`config.mk`:
```
export PLATFORM = sky130hd
export DESIGN_NAME = ret_addr_predictor
export DESIGN_NICKNAME = d
export VERILOG_FILES = /design/src/rtl/rap_pkg.sv /design/src/rtl/rap_event_decode.sv /design/src/rtl/rap_stack.sv /design/src/rtl/rap_verify.sv /design/src/rtl/ret_addr_predictor.sv
export SDC_FILE = /design/constraint.sdc
export NUM_CORES = 1
export LEC_CHECK = 0
export BUFFER_PORTS_ARGS = -buffer_cell sky130_fd_sc_hd__buf_4
export CAP_MARGIN = 20
export CORE_ASPECT_RATIO = 0.7
export CORE_MARGIN = 2
export CORE_UTILIZATION = 60
export CTS_CLUSTER_DIAMETER = 30
export DETAILED_ROUTE_END_ITERATION = 8
export GPL_ROUTABILITY_DRIVEN = 0
export PLACE_DENSITY = 0.83
export SLEW_MARGIN = 20
export SYNTH_ARGS = -nofsm -noshare
export SYNTH_HDL_FRONTEND = slang
export SYNTH_SLANG_ARGS = --single-unit
```
`constraint.sdc`:
```
create_clock -name clk -period 15.1 [get_ports clk]
set_input_delay 0.755 -clock clk [delete_from_list [all_inputs] [get_ports clk]]
set_output_delay 0.755 -clock clk [all_outputs]
set_load 0.05 [all_outputs]
```
`src/rtl/rap_pkg.sv`:
```
package rap_pkg;
  parameter int RAP_SEG_W = 8;
  parameter int RAP_OFF_W = 16;
  localparam int RAP_ADDR_W = RAP_SEG_W + RAP_OFF_W;

  typedef struct packed {
    logic [RAP_SEG_W-1:0] seg;
    logic [RAP_OFF_W-1:0] off;
  } rap_addr_t;

  typedef enum logic [2:0] {
    EV_IDLE     = 3'd0,
    EV_CALL     = 3'd1,
    EV_TRAP     = 3'd2,
    EV_RET_NEAR = 3'd3,
    EV_RET_FAR  = 3'd4,
    EV_RETI     = 3'd5
  } rap_evt_e;

  // Predicted target: a far return keeps the saved segment, a near one the current segment.
  function automatic rap_addr_t rap_target(input logic far_ret,
                                           input logic [RAP_SEG_W-1:0] cur_seg,
                                           input rap_addr_t saved);
    rap_addr_t t;
    t.off = saved.off;
    t.seg = far_ret ? saved.seg : cur_seg;
    return t;
  endfunction

  function automatic logic rap_differs(input rap_addr_t a, input rap_addr_t b);
    return (a.seg != b.seg) || (a.off != b.off);
  endfunction
endpackage

```
`src/rtl/rap_event_decode.sv`:
```
module rap_event_decode (
  input  logic       evt_valid,
  input  logic [2:0] evt_kind,
  output logic       push,
  output logic       pop,
  output logic       far_ret,
  output logic       trap_seen,
  output logic       reti_seen
);
  import rap_pkg::*;

  always_comb begin
    push      = 1'b0;
    pop       = 1'b0;
    far_ret   = 1'b0;
    trap_seen = 1'b0;
    reti_seen = 1'b0;
    if (evt_valid) begin
      case (evt_kind)
        EV_CALL:     push = 1'b1;
        EV_TRAP:     trap_seen = 1'b1;
        EV_RET_NEAR: pop = 1'b1;
        EV_RET_FAR:  begin pop = 1'b1; far_ret = 1'b1; end
        EV_RETI:     reti_seen = 1'b1;
        default:     ;
      endcase
    end
  end
endmodule

```
`src/rtl/rap_stack.sv`:
```
module rap_stack #(
  parameter int DEPTH = 6,
  parameter int W     = 24
) (
  input  logic             clk,
  input  logic             rst,
  input  logic             push,
  input  logic             pop,
  input  logic [W-1:0]     din,
  output logic [W-1:0]     top,
  output logic             empty,
  output logic [$clog2(DEPTH+1)-1:0] count
);
  localparam int CNT_W = $clog2(DEPTH+1);
  localparam logic [CNT_W-1:0] FULL = CNT_W'(DEPTH);

  logic [W-1:0] ent [DEPTH];
  logic         pop_eff;

  assign empty   = (count == '0);
  assign pop_eff = pop && !empty;
  assign top     = ent[0];

  function automatic logic [CNT_W-1:0] next_count(input logic [CNT_W-1:0] c,
                                                  input logic p, input logic q);
    if (p)      return (c == FULL) ? c : c + 1'b1;
    else if (q) return c - 1'b1;
    else        return c;
  endfunction

  always_ff @(posedge clk) begin
    if (rst) count <= '0;
    else     count <= next_count(count, push, pop_eff);
  end

  // Slot 0 is newest; a push shifts toward the far end, dropping the oldest.
  for (genvar i = 0; i < DEPTH; i++) begin : g_slot
    logic [W-1:0] above, below;
    if (i == 0) begin : g_first
      assign above = din;
    end else begin : g_mid_a
      assign above = ent[i-1];
    end
    if (i == DEPTH-1) begin : g_last
      assign below = '0;
    end else begin : g_mid_b
      assign below = ent[i+1];
    end
    always_ff @(posedge clk) begin
      if (rst)          ent[i] <= '0;
      else if (push)    ent[i] <= above;
      else if (pop_eff) ent[i] <= below;
    end
  end

  assert_count_bound_R10: assert property (@(posedge clk) disable iff (rst)
    count <= FULL);
  assert_full_push_keeps_R10: assert property (@(posedge clk) disable iff (rst)
    (push && count == FULL) |=> count == FULL);
  assert_pop_dec_R2: assert property (@(posedge clk) disable iff (rst)
    (pop && !push && count != '0) |=> count == $past(count) - 1'b1);
  assert_reset_empty_R1: assert property (@(posedge clk)
    rst |=> count == '0);
endmodule

```
`src/rtl/rap_verify.sv`:
```
module rap_verify
  import rap_pkg::*;
(
  input  logic      clk,
  input  logic      rst,
  input  logic      ret_fire,
  input  logic      pred_valid,
  input  rap_addr_t pred_addr,
  input  logic      act_valid,
  input  rap_addr_t act_addr,
  output logic      cancel,
  output logic      redirect_valid,
  output rap_addr_t redirect_addr,
  output logic      pend_valid
);
  logic      pend_pred;
  rap_addr_t pend_addr;
  logic      check_now, wrong;

  assign check_now      = act_valid && pend_valid;
  assign wrong          = rap_differs(pend_addr, act_addr);
  assign cancel         = check_now && pend_pred && wrong;
  assign redirect_valid = check_now && (!pend_pred || wrong);
  assign redirect_addr  = act_addr;

  always_ff @(posedge clk) begin
    if (rst) begin
      pend_valid <= 1'b0;
      pend_pred  <= 1'b0;
      pend_addr  <= '0;
    end else if (ret_fire) begin
      pend_valid <= 1'b1;
      pend_pred  <= pred_valid;
      pend_addr  <= pred_addr;
    end else if (act_valid) begin
      pend_valid <= 1'b0;
    end
  end

  assert_cancel_redirects_R8: assert property (@(posedge clk) disable iff (rst)
    cancel |-> (redirect_valid && redirect_addr == act_addr));
  assert_actual_has_return_R7: assert property (@(posedge clk) disable iff (rst)
    act_valid |-> pend_valid);
  assert_single_cycle_cancel_R8: assert property (@(posedge clk) disable iff (rst)
    cancel |=> !cancel);
endmodule

```
`src/rtl/ret_addr_predictor.sv`:
```
module ret_addr_predictor
  import rap_pkg::*;
#(
  parameter int DEPTH = 6
) (
  input  logic                 clk,
  input  logic                 rst,
  input  logic                 evt_valid,
  input  logic [2:0]           evt_kind,
  input  logic [RAP_SEG_W-1:0] call_seg,
  input  logic [RAP_OFF_W-1:0] call_off,
  input  logic [RAP_SEG_W-1:0] cur_seg,
  input  logic                 act_valid,
  input  logic [RAP_SEG_W-1:0] act_seg,
  input  logic [RAP_OFF_W-1:0] act_off,
  output logic                 predict_valid,
  output logic [RAP_SEG_W-1:0] predict_seg,
  output logic [RAP_OFF_W-1:0] predict_off,
  output logic                 cancel,
  output logic                 redirect_valid,
  output logic [RAP_SEG_W-1:0] redirect_seg,
  output logic [RAP_OFF_W-1:0] redirect_off
);
  localparam int CNT_W = $clog2(DEPTH+1);

  logic push, pop, far_ret, trap_seen, reti_seen;
  logic empty, pend_valid;
  logic [CNT_W-1:0] count;
  logic [RAP_ADDR_W-1:0] top_raw;
  rap_addr_t top_addr, pred_addr, act_addr, redir_addr, call_addr;

  rap_event_decode u_dec (
    .evt_valid(evt_valid), .evt_kind(evt_kind), .push(push), .pop(pop),
    .far_ret(far_ret), .trap_seen(trap_seen), .reti_seen(reti_seen)
  );

  assign call_addr = '{seg: call_seg, off: call_off};

  rap_stack #(.DEPTH(DEPTH), .W(RAP_ADDR_W)) u_stk (
    .clk(clk), .rst(rst), .push(push), .pop(pop), .din(call_addr),
    .top(top_raw), .empty(empty), .count(count)
  );

  assign top_addr      = rap_addr_t'(top_raw);
  assign predict_valid = pop && !empty;
  assign pred_addr     = rap_target(far_ret, cur_seg, top_addr);
  assign predict_seg   = pred_addr.seg;
  assign predict_off   = pred_addr.off;
  assign act_addr      = '{seg: act_seg, off: act_off};

  rap_verify u_ver (
    .clk(clk), .rst(rst), .ret_fire(pop), .pred_valid(predict_valid),
    .pred_addr(pred_addr), .act_valid(act_valid), .act_addr(act_addr),
    .cancel(cancel), .redirect_valid(redirect_valid),
    .redirect_addr(redir_addr), .pend_valid(pend_valid)
  );

  assign redirect_seg = redir_addr.seg;
  assign redirect_off = redir_addr.off;

  assert_trap_no_push_R5: assert property (@(posedge clk) disable iff (rst)
    trap_seen |=> count == $past(count));
  assert_reti_no_pop_R6: assert property (@(posedge clk) disable iff (rst)
    reti_seen |=> count == $past(count));
  assert_reti_no_predict_R6: assert property (@(posedge clk) disable iff (rst)
    reti_seen |-> !predict_valid);
  assert_predict_needs_entry_R11: assert property (@(posedge clk) disable iff (rst)
    predict_valid |-> count != '0);
  assert_empty_no_cancel_R11: assert property (@(posedge clk) disable iff (rst)
    (pop && empty) |=> !cancel);
  assert_pending_set_R3: assert property (@(posedge clk) disable iff (rst)
    pop |=> pend_valid);
endmodule

```
==> results.md, run 1 <==
* Status: finished clean
* Dpl hpwl at 9790 µm
* CTS tree: done
* Post-synth EDFFs at 144
* Largest net degree at the start of global routing at 121
* Die height at 97.9 µm
* Cts bufs inserted at 17
* GR Util All Layers at 24.0%
* Max IR drop VDD at 0.0860 mV
* Max Clk Rate at 0.304 GHz
* Fin util at 70.7%
* Register bit total from synthesis at 173
* RSZ-0062 raised after global routing: no
* DRT Pass-1 Iters at 5
* CP Class: primary input to flop
* DP Cell Count at 752
* Slew @ Worst Pin at 0.912 ns
* Post-Synthesis Cells at 555
* Initial antenna violation count at 0
* Fin Setup TNS at 0 ns
* Synth Cell Area at 7560 µm²
* Post-synthesis cell type count at 36
* CP Launch Type: primary input
* Req. time, crit path at 15.15 ns
* Fill count at 757
* Crit end category: flop
* Postcts setup bufs at 0
* Max Transition Viols Final at 0
* Finish-stage setup viols at 0
* Final nets at 673
* WL final at 16300 µm
* Worst r2r src: u_stk.count[0]
* Ys Warns at 0
* Avg Inst Size Synth at 13.6 µm²
* Drt wl/cell at 20.8 µm
* Clk buf depth at 2
* HP Class: flop to flop
* Min Hold Slack at 0.469 ns
* HP Start: u_ver.pend_addr[0]
* # H-tree levels at 4
* Post_cts resized at 0
* Diodes inserted at 0
* Asr flop ratio synth at 0%
* Syn-to-layout area delta at 15.8%
* Data arrival, critical path at 3.34 ns
* Primary FF master, synth: edfxtp_1
* First-pass GRT wire length at 25200 µm
* Sequential share of the synthesized area at 64.9%
* Layout cells sized above 1 at 26.2%
* Max Cap Violations at 0
* Io pins at 114
* Leak at 3.36 nW
* CTS hold repair buffers at 0
* Post-Route Skew at 0.00699 ns
* Max_slew headroom at 39.2%
* Vias/cell at 6.24
* Vias in the first global route at 4528
* CP max FO at 64
* DRC at 0
* Starting Density at 61.1%
* Critical Path Source: evt_kind[2]
* GRT overflow at 0
* Clock latency on the worst-skew pair at 0.42 ns
* Final Hold Vio Count at 0
* Syn_nets at 619
* DR vias at 4892
* Clock root cell: clkbuf_16
* Period Utilization, post-route at 21.8%
* Num rows at 34
* IO buf count at 113
* Final ANT Viol Nets at 0
* Core Region at 12400 µm²
* Clock Pin Slew Worst Setup and Hold Paths at 0.06 ns
* Final Non-Filler Cells at 784
* Die ar. at 13500 µm²
* Minimum clock period at 3.29 ns
* Die X at 138 µm
* Initial DRC Count at 592
* PD cells at 124 nW/µm²
* CTS Sinks at 173
## layout make-up
cell class                      instances  area (µm²)  area share (%)
Inverter                                4        15.0           0.171
Clock inverter                         15         173            1.97
Multi-Input combinational cell        296        2150            24.5
Clock buffer                           17         425            4.86
Timing Repair Buffer                  117         886            10.1
Tap cell                              162         203            2.31
Sequential cell                       173        4900            56.0
## critical path: stages
cell and delay [ns]:
buf_4 0.11, and4bb_2 0.78, inv_2 0.23, nand3_4 0.61
buf_4 0.77
## cell usage after synthesis, types with 2 or more instances
| master | instances | area [µm²] |
|---|---|---|
| edfxtp_1 | 144 | 4320 |
| and3_1 | 24 | 150 |
| a21oi_1 | 20 | 100 |
| mux2_2 | 8 | 90.1 |
| nand4_1 | 6 | 37.5 |
| nor2_1 | 18 | 67.6 |
| and4bb_2 | 2 | 25.0 |
| clkbuf_1 | 14 | 52.6 |
| nand2_1 | 39 | 146 |
| dfxtp_1 | 29 | 581 |
| nor2_2 | 2 | 12.5 |
| a22o_1 | 120 | 1050 |
| a221oi_1 | 2 | 17.5 |
| nor3_1 | 8 | 40.0 |
| nand3_1 | 4 | 20.0 |
| xnor2_1 | 24 | 210 |
| buf_4 | 49 | 368 |
| buf_2 | 18 | 90.1 |
| inv_1 | 3 | 11.3 |
| o21ai_0 | 5 | 25.0 |
## sequential cells by signal, summed over array words and instances, names as in the netlist
signal / cells
u_stk.ent: 144
u_ver.pend_valid: 1
u_stk.count: 3
u_ver.pend_pred: 1
u_ver.pend_addr: 24
## placed cells by master, fill, tap and decap left out, types with 2 or more instances in the layout
master and n:
a221oi_1 2, bufinv_16 3, xnor2_1 24, a21oi_1 20
nor3_1 8, nand3_1 3, buf_6 2, clkbuf_16 17
nor2_1 18, clkinv_2 2, clkinvlp_4 4, buf_4 115
clkinv_1 2, and3_1 24, nand4_1 6, a22o_1 120
mux2_2 8, and4bb_2 2, nand2_1 39, o21ai_0 5
edfxtp_1 144, inv_1 3, dfxtp_1 29, clkinv_4 3
nor2_4 2
## path summary, 6_finish.rpt
path | to | slack [ns] | cells after the start
setup reg to reg | u_stk.ent[0][3] | 12.32 | 3
hold / removal | u_ver.pend_addr[0] | 0.47 | 2
setup / recovery | u_stk.ent[0][3] | 11.81 | 5
hold reg to reg | u_ver.pend_addr[0] | 0.47 | 2
## kinds of logic (layout without fill, tap and decap cells)
group	Yosys count	after routing	share of synthesized area (%)
buf+inv	86	153	7.10
mux	8	8	1.19
flops	173	173	64.9
simple gates	111	111	7.40
compound gates	152	152	16.4
fa+ha+maj	1	1	0.265
xor+xnor	24	24	2.78
## metal layers
layer / vias up / wire [µm] / track usage (%)
met3: 15 / 1600 / 7.60
met2: 266 / 7510 / 35.5
met4: 0 / 130 / 5.42
li1: 2205 / - / -
met5: - / 0 / 0
met1: 2406 / 7090 / 35.3
## metrics by stage
| stage | power [mW] | area [µm²] | setup WS [ns] |
|---|---|---|---|
| 3_5_place_dp | 0.655 | 8150 | 11.42 |
| 4_1_cts | 1.09 | 8740 | 11.84 |
| 6_report | 1.09 | 8760 | 11.81 |
| 2_1_floorplan | 0.626 | 7560 | 9.76 |
| 5_1_grt | 1.12 | 8760 | 11.69 |
| 3_3_place_gp | 0.653 | 8150 | 11.49 |
## power by group
part | internal [mW] | switching [mW] | total, mW
clock | 0.260 | 0.181 | 0.441
sequential | 0.541 | 0.0167 | 0.558
combinational | 0.0310 | 0.0572 | 0.0882
total | 0.832 | 0.255 | 1.09
Note: power is estimated with default switching activity, not from simulation.
==> run 2: changes to the inputs <==
Settings changed: CORE_UTILIZATION 60 to 51, PLACE_DENSITY 0.83 to 0.76.
Clock period 15.1 ns to 2.7 ns, I/O delays scaled along.
==> results.md, run 2 (synthesis results as in run 1) <==
* Status: finished clean
* Crit end category: output port
* Reg2Reg Setup Slack at 0.81 ns
* Initial DRC Count at 492
* Postcts setup bufs at 0
* Largest net degree at the start of global routing at 121
* WL final at 16600 µm
* PD cells at 670 nW/µm²
* Sequential power share at 51.8%
* Largest regs: u_stk.ent: 144 flops, u_ver.pend_addr: 24 flops, u_stk.count: 3 flops
* Die ar. at 15800 µm²
* Clock latency on the worst-skew pair at 0.43 ns
* Vias/cell at 5.97
* GRT overflow at 0
* Pint at 4.58 mW
* CP peak stage delay at 0.38 ns
* NetSw at 1.44 mW
* Core Region at 14600 µm²
* Data arrival, critical path at 1.89 ns
* CP Class: flop to output port
* First-pass GRT wire length at 25200 µm
* GR Util All Layers at 21.3%
* Setup ws final at 0.679 ns
* RSZ-0062 raised after global routing: no
* Vias in the first global route at 4592
* Minimum clock period at 2.02 ns
* Sw Ratio at 24.0%
* Final nets at 692
* IO buf count at 113
* Drt wl/cell at 19.8 µm
* Max FFs per register at 144
* Initial antenna violation count at 0
* DRT Pass-1 Iters at 5
* Starting Density at 51.9%
* Post-Route Skew at 0.00674 ns
* Critical Path Source: u_ver.pend_addr[4]
* Clock root cell: clkbuf_16
* Max IR drop VDD at 0.406 mV
* Worst path slowest cell: nor4_1
* Syn-to-layout area delta at 18.8%
* Max Cap Violations at 0
* Diodes inserted at 0
* Die height at 106 µm
* Worst r2r src: u_stk.count[0]
* CTS tree: done
* Cts bufs inserted at 17
* HP Class: primary input to flop
* CP Launch Type: flop
* Die X at 150 µm
* Most frequent cells in the layout: edfxtp_1 (144), a22o_1 (120), buf_4 (119), nand2_1 (39), dfxtp_1 (29)
* Fin Setup TNS at 0 ns
* Reg-to-reg endpoint: u_stk.ent[2][20]
* Num rows at 37
* CTS Sinks at 173
* DRC at 0
* Most common cell after layout, fill and taps aside: edfxtp_1
* Max Transition Viols Final at 0
* Worst r2r path cells at 4
* Max_slew headroom at 61.4%
* Clock Pin Slew Worst Setup and Hold Paths at 0.06 ns
* Slew @ Worst Pin at 0.578 ns
* Final ANT Viol Nets at 0
* Max Clk Rate at 0.495 GHz
* # H-tree levels at 4
* Largest Register: u_stk.ent
* Leak at 3.45 nW
* Power share of the clock group at 39.5%
* DR vias at 4995
* Worst path cell trace: xnor2_1, nand4_1, nor4_1, a31oi_1, buf_4
* Clk buf depth at 2
* Setup crit end: redirect_valid
* Combinational power share at 8.7%
* CP max FO at 2
* Period Utilization, post-route at 74.9%
* Layout cells sized above 1 at 26.5%
* Finish-stage setup viols at 0
* Dpl hpwl at 10400 µm
* Final Hold Vio Count at 0
* Req. time, crit path at 2.57 ns
* Place WS at 0.670 ns
* HP Start: call_off[12]
* Io pins at 114
[run 2: cell count changes in the layout (fill, tap and decap cells not counted)]
cell | previous run | this run
clkinvlp_4 | 4 | 3
nor2_4 | 2 | 1
buf_6 | 2 | 0
clkinv_2 | 2 | 3
clkinvlp_2 | 0 | 1
dlygate4sd3_1 | 0 | 13
nor2_2 | 0 | 1
clkinv_4 | 3 | 4
clkinv_1 | 2 | 0
bufinv_16 | 3 | 2
buf_4 | 115 | 119
buf_12 | 0 | 4
clkbuf_1 | 0 | 1
[run 2: what timing repair did]
item | 4_1_cts | 5_1_grt
gates resized for setup | 0 | 0
hold endpoints to repair | 12 | 1
hold buffers | 12 | 1
[run 2: through the flow]
step           hold WS [ns]  power, mW  utilization, %  cells  cell area (µm²)
2_1_floorplan         0.317       3.49               -    555             7570
3_3_place_gp          0.428       3.67            56.8    791             8280
3_5_place_dp          0.429       3.68            56.8    791             8280
4_1_cts             0.00365       6.05            61.6    835             8980
5_1_grt             0.00502       6.22            61.6    836             8990
6_report             0.0143       6.02            61.6    836             8990
[run 2: worst min path at each step]
stage / to / slack, ns / cells after the start
after floorplan: u_ver.pend_valid / 0.32 / 2
after global placement: u_stk.ent[0][2] / 0.43 / 2
after detailed placement: u_ver.pend_valid / 0.43 / 3
after CTS: u_stk.ent[0][12] / 0.004 / 2
after global routing: u_stk.ent[0][1] / 0.005 / 2
final: u_stk.ent[0][12] / 0.01 / 2
[run 2: area by class of cell]
| type | count | area, µm² |
|---|---|---|
| timing repair buffer | 136 | 1100 |
| multi-input combinational | 296 | 2140 |
| clock inverter | 14 | 146 |
| clock buffer | 18 | 429 |
| sequential | 173 | 4900 |
| inverter | 4 | 15.0 |
| fill | 1072 | 5600 |
| tap | 195 | 244 |
[run 2: worst max-delay path: cells and delay by family (launching register included)]
kind / cells / cell delay, ns
AND/OR/NAND/NOR: 2 / 0.51
flip-flops: 1 / 0.32
buffers and inverters: 1 / 0.22
XOR/XNOR: 1 / 0.21
AO/OA/AOI/OAI: 1 / 0.19
[run 2: power groups by stage]
| stage | logic, mW | registers, mW | clock network (mW) |
|---|---|---|---|
| CTS | 0.525 | 3.12 | 2.41 |
| floorplan | 0.354 | 3.13 | 0 |
| finish | 0.522 | 3.12 | 2.38 |
| global route | 0.554 | 3.13 | 2.54 |
| global placement | 0.502 | 3.17 | 0 |
| detailed placement | 0.510 | 3.17 | 0 |
[run 2: per-layer routing]
layer / vias up / wire length, µm / GRT usage [%]
met3: 20 / 1500 / 5.45
met5: - / 0 / 0
met1: 2455 / 7630 / 31.7
met4: 0 / 187 / 6.73
li1: 2247 / - / -
met2: 273 / 7250 / 30.6
==> run 3: changes to the inputs <==
Clock period 2.7 ns to 1.6 ns, I/O delays scaled along.
==> results.md, run 3 (synthesis results as in run 1) <==
* Worst path cell trace: xnor2_2, nand4_1, nor4_4, a31oi_2, buf_6
* CTS tree: done
* IO buf count at 113
* Io pins at 114
* Fin Setup TNS at -3.05 ns
* Period Utilization, post-route at 117%
* Req. time, crit path at 1.52 ns
* CP Class: flop to output port
* Max IR drop VDD at 0.811 mV
* Max Cap Violations at 0
* Data arrival, critical path at 1.79 ns
* Clock Pin Slew Worst Setup and Hold Paths at 0.06 ns
* Place WS at -0.151 ns
* Dpl hpwl at 11400 µm
* Syn-to-layout area delta at 27.4%
* First-pass GRT wire length at 27200 µm
* Die X at 150 µm
* Most frequent cells in the layout: edfxtp_1 (144), buf_4 (127), a22o_1 (120), nand2_1 (39), dlygate4sd3_1 (25)
* Largest regs: u_stk.ent: 144 flops, u_ver.pend_addr: 24 flops, u_stk.count: 3 flops
* Vias/cell at 6.00
* Total Power at 10.3 mW
* DR vias at 5262
* Max Clk Rate at 0.536 GHz
* Minimum clock period at 1.87 ns
* Worst path slowest cell: nor4_4
* Fin util at 66.1%
* Num rows at 37
* Largest net degree at the start of global routing at 69
* CTS Sinks at 173
* Final Hold Vio Count at 0
* CP max FO at 2
* Initial DRC Count at 576
* DRT Pass-1 Iters at 8
* WL final at 18500 µm
* DP Cell Count at 808
* RSZ-0062 raised after global routing: yes
* GR Util All Layers at 23.1%
* # H-tree levels at 4
* Layout cells sized above 1 at 32.7%
* Violated checks: setup timing
* Max_slew headroom at 70.3%
* Drt wl/cell at 21.1 µm
* Cts bufs inserted at 17
* Largest Register: u_stk.ent
* Slew @ Worst Pin at 0.446 ns
* Die height at 106 µm
* HP Class: primary input to flop
* Seq. cell area at 4920 µm²
* Die ar. at 15800 µm²
* Final nets at 733
* Core Region at 14600 µm²
* CP peak stage delay at 0.37 ns
* Initial antenna violation count at 0
* DRC at 0
* Leak at 3.78 nW
* Status: complete, but fails checks
* Diodes inserted at 0
* GRT overflow at 0
* Most common cell after layout, fill and taps aside: edfxtp_1
* Vias in the first global route at 4944
* Area occupied by multi-input gates at 2250 µm²
* Setup ws final at -0.267 ns
* Fill count at 1025
* Final ANT Viol Nets at 0
* Max Transition Viols Final at 0
* Post-Route Skew at 0.00756 ns
* Clk buf depth at 2
* PD cells at 1070 nW/µm²
* Starting Density at 51.9%
* CP Launch Type: flop
* Final Non-Filler Cells at 877
* Clock latency on the worst-skew pair at 0.43 ns
* Max FFs per register at 144
* Clock root cell: clkbuf_16
* Finish-stage setup viols at 166
* Crit end category: output port
-- run 3: cell types whose count changed in the layout (fill, tap and decap cells not counted), moves of 3 or more --
| cell | previous run | this run |
|---|---|---|
| buf_6 | 0 | 10 |
| dfxtp_2 | 0 | 13 |
| dfxtp_1 | 29 | 15 |
| xnor2_1 | 24 | 17 |
| buf_12 | 4 | 9 |
| clkinvlp_4 | 3 | 0 |
| clkinv_4 | 4 | 0 |
| buf_4 | 119 | 127 |
| dlygate4sd3_1 | 13 | 25 |
| xnor2_2 | 0 | 7 |
| clkbuf_16 | 17 | 23 |
| clkbuf_1 | 1 | 4 |
-- run 3: worst max-delay path: cells and delay by family (launching register included) --
family	cells	cell delay (ns)
and+or+nand+nor	2	0.54
buffers and inverters	1	0.18
AOI/OAI and AO/OA	1	0.16
xor gates and xnor gates	1	0.14
DFF	1	0.33
-- run 3: metrics by stage --
stage	hold WS, ns	instance area [µm²]
3_3_place_gp	0.375	8510
3_5_place_dp	0.377	8510
4_1_cts	0.0616	9380
2_1_floorplan	0.262	7600
5_1_grt	0.100	9630
6_report	0.0705	9630
-- run 3: repair_timing --
item	in CTS	in global routing
setup buffers	1	7
resized for setup	10	31
hold buffers	25	0
hold endpoints to repair	25	0
pin swaps	9	19
setup endpoints to repair	4	95
gates cloned	0	6
-- run 3: power breakdown --
| group | internal, mW | switching [mW] | total [mW] | leakage [nW] |
|---|---|---|---|---|
| logic | 0.405 | 0.592 | 0.997 | 1.74 |
| registers | 5.11 | 0.162 | 5.27 | 1.74 |
| clock network | 2.35 | 1.65 | 4.00 | 0.290 |
-- run 3: layer usage --
metal | vias to the layer above | track usage, % | share of wire (%) | wire (µm)
met2 | 320 | 34.4 | 45 | 8380
met5 | - | 0 | 0 | 0
met1 | 2574 | 33.1 | 42 | 7850
li1 | 2336 | - | - | -
met3 | 32 | 5.28 | 10 | 1920
met4 | 0 | 8.91 | 2.0 | 373
-- run 3: cell type report --
cell class,instances,area share [%]
timing repair buffer,177,16.9
clock buffer,27,5.69
multi-input combinational,296,23.3
inverter,4,0.156
sequential,173,51.1
clock inverter,5,0.273
tap,195,2.53
-- run 3: path summary, 6_finish.rpt --
check	cells past startpoint	from	slack [ns]	end
min	4	cur_seg[1]	0.07	u_ver.pend_addr[17]
max	5	u_ver.pend_addr[5]	-0.27	redirect_valid
max reg2reg	6	u_stk.count[2]	-0.05	u_stk.ent[0][12]
min reg2reg	2	u_ver.pend_addr[11]	0.46	u_ver.pend_addr[11]
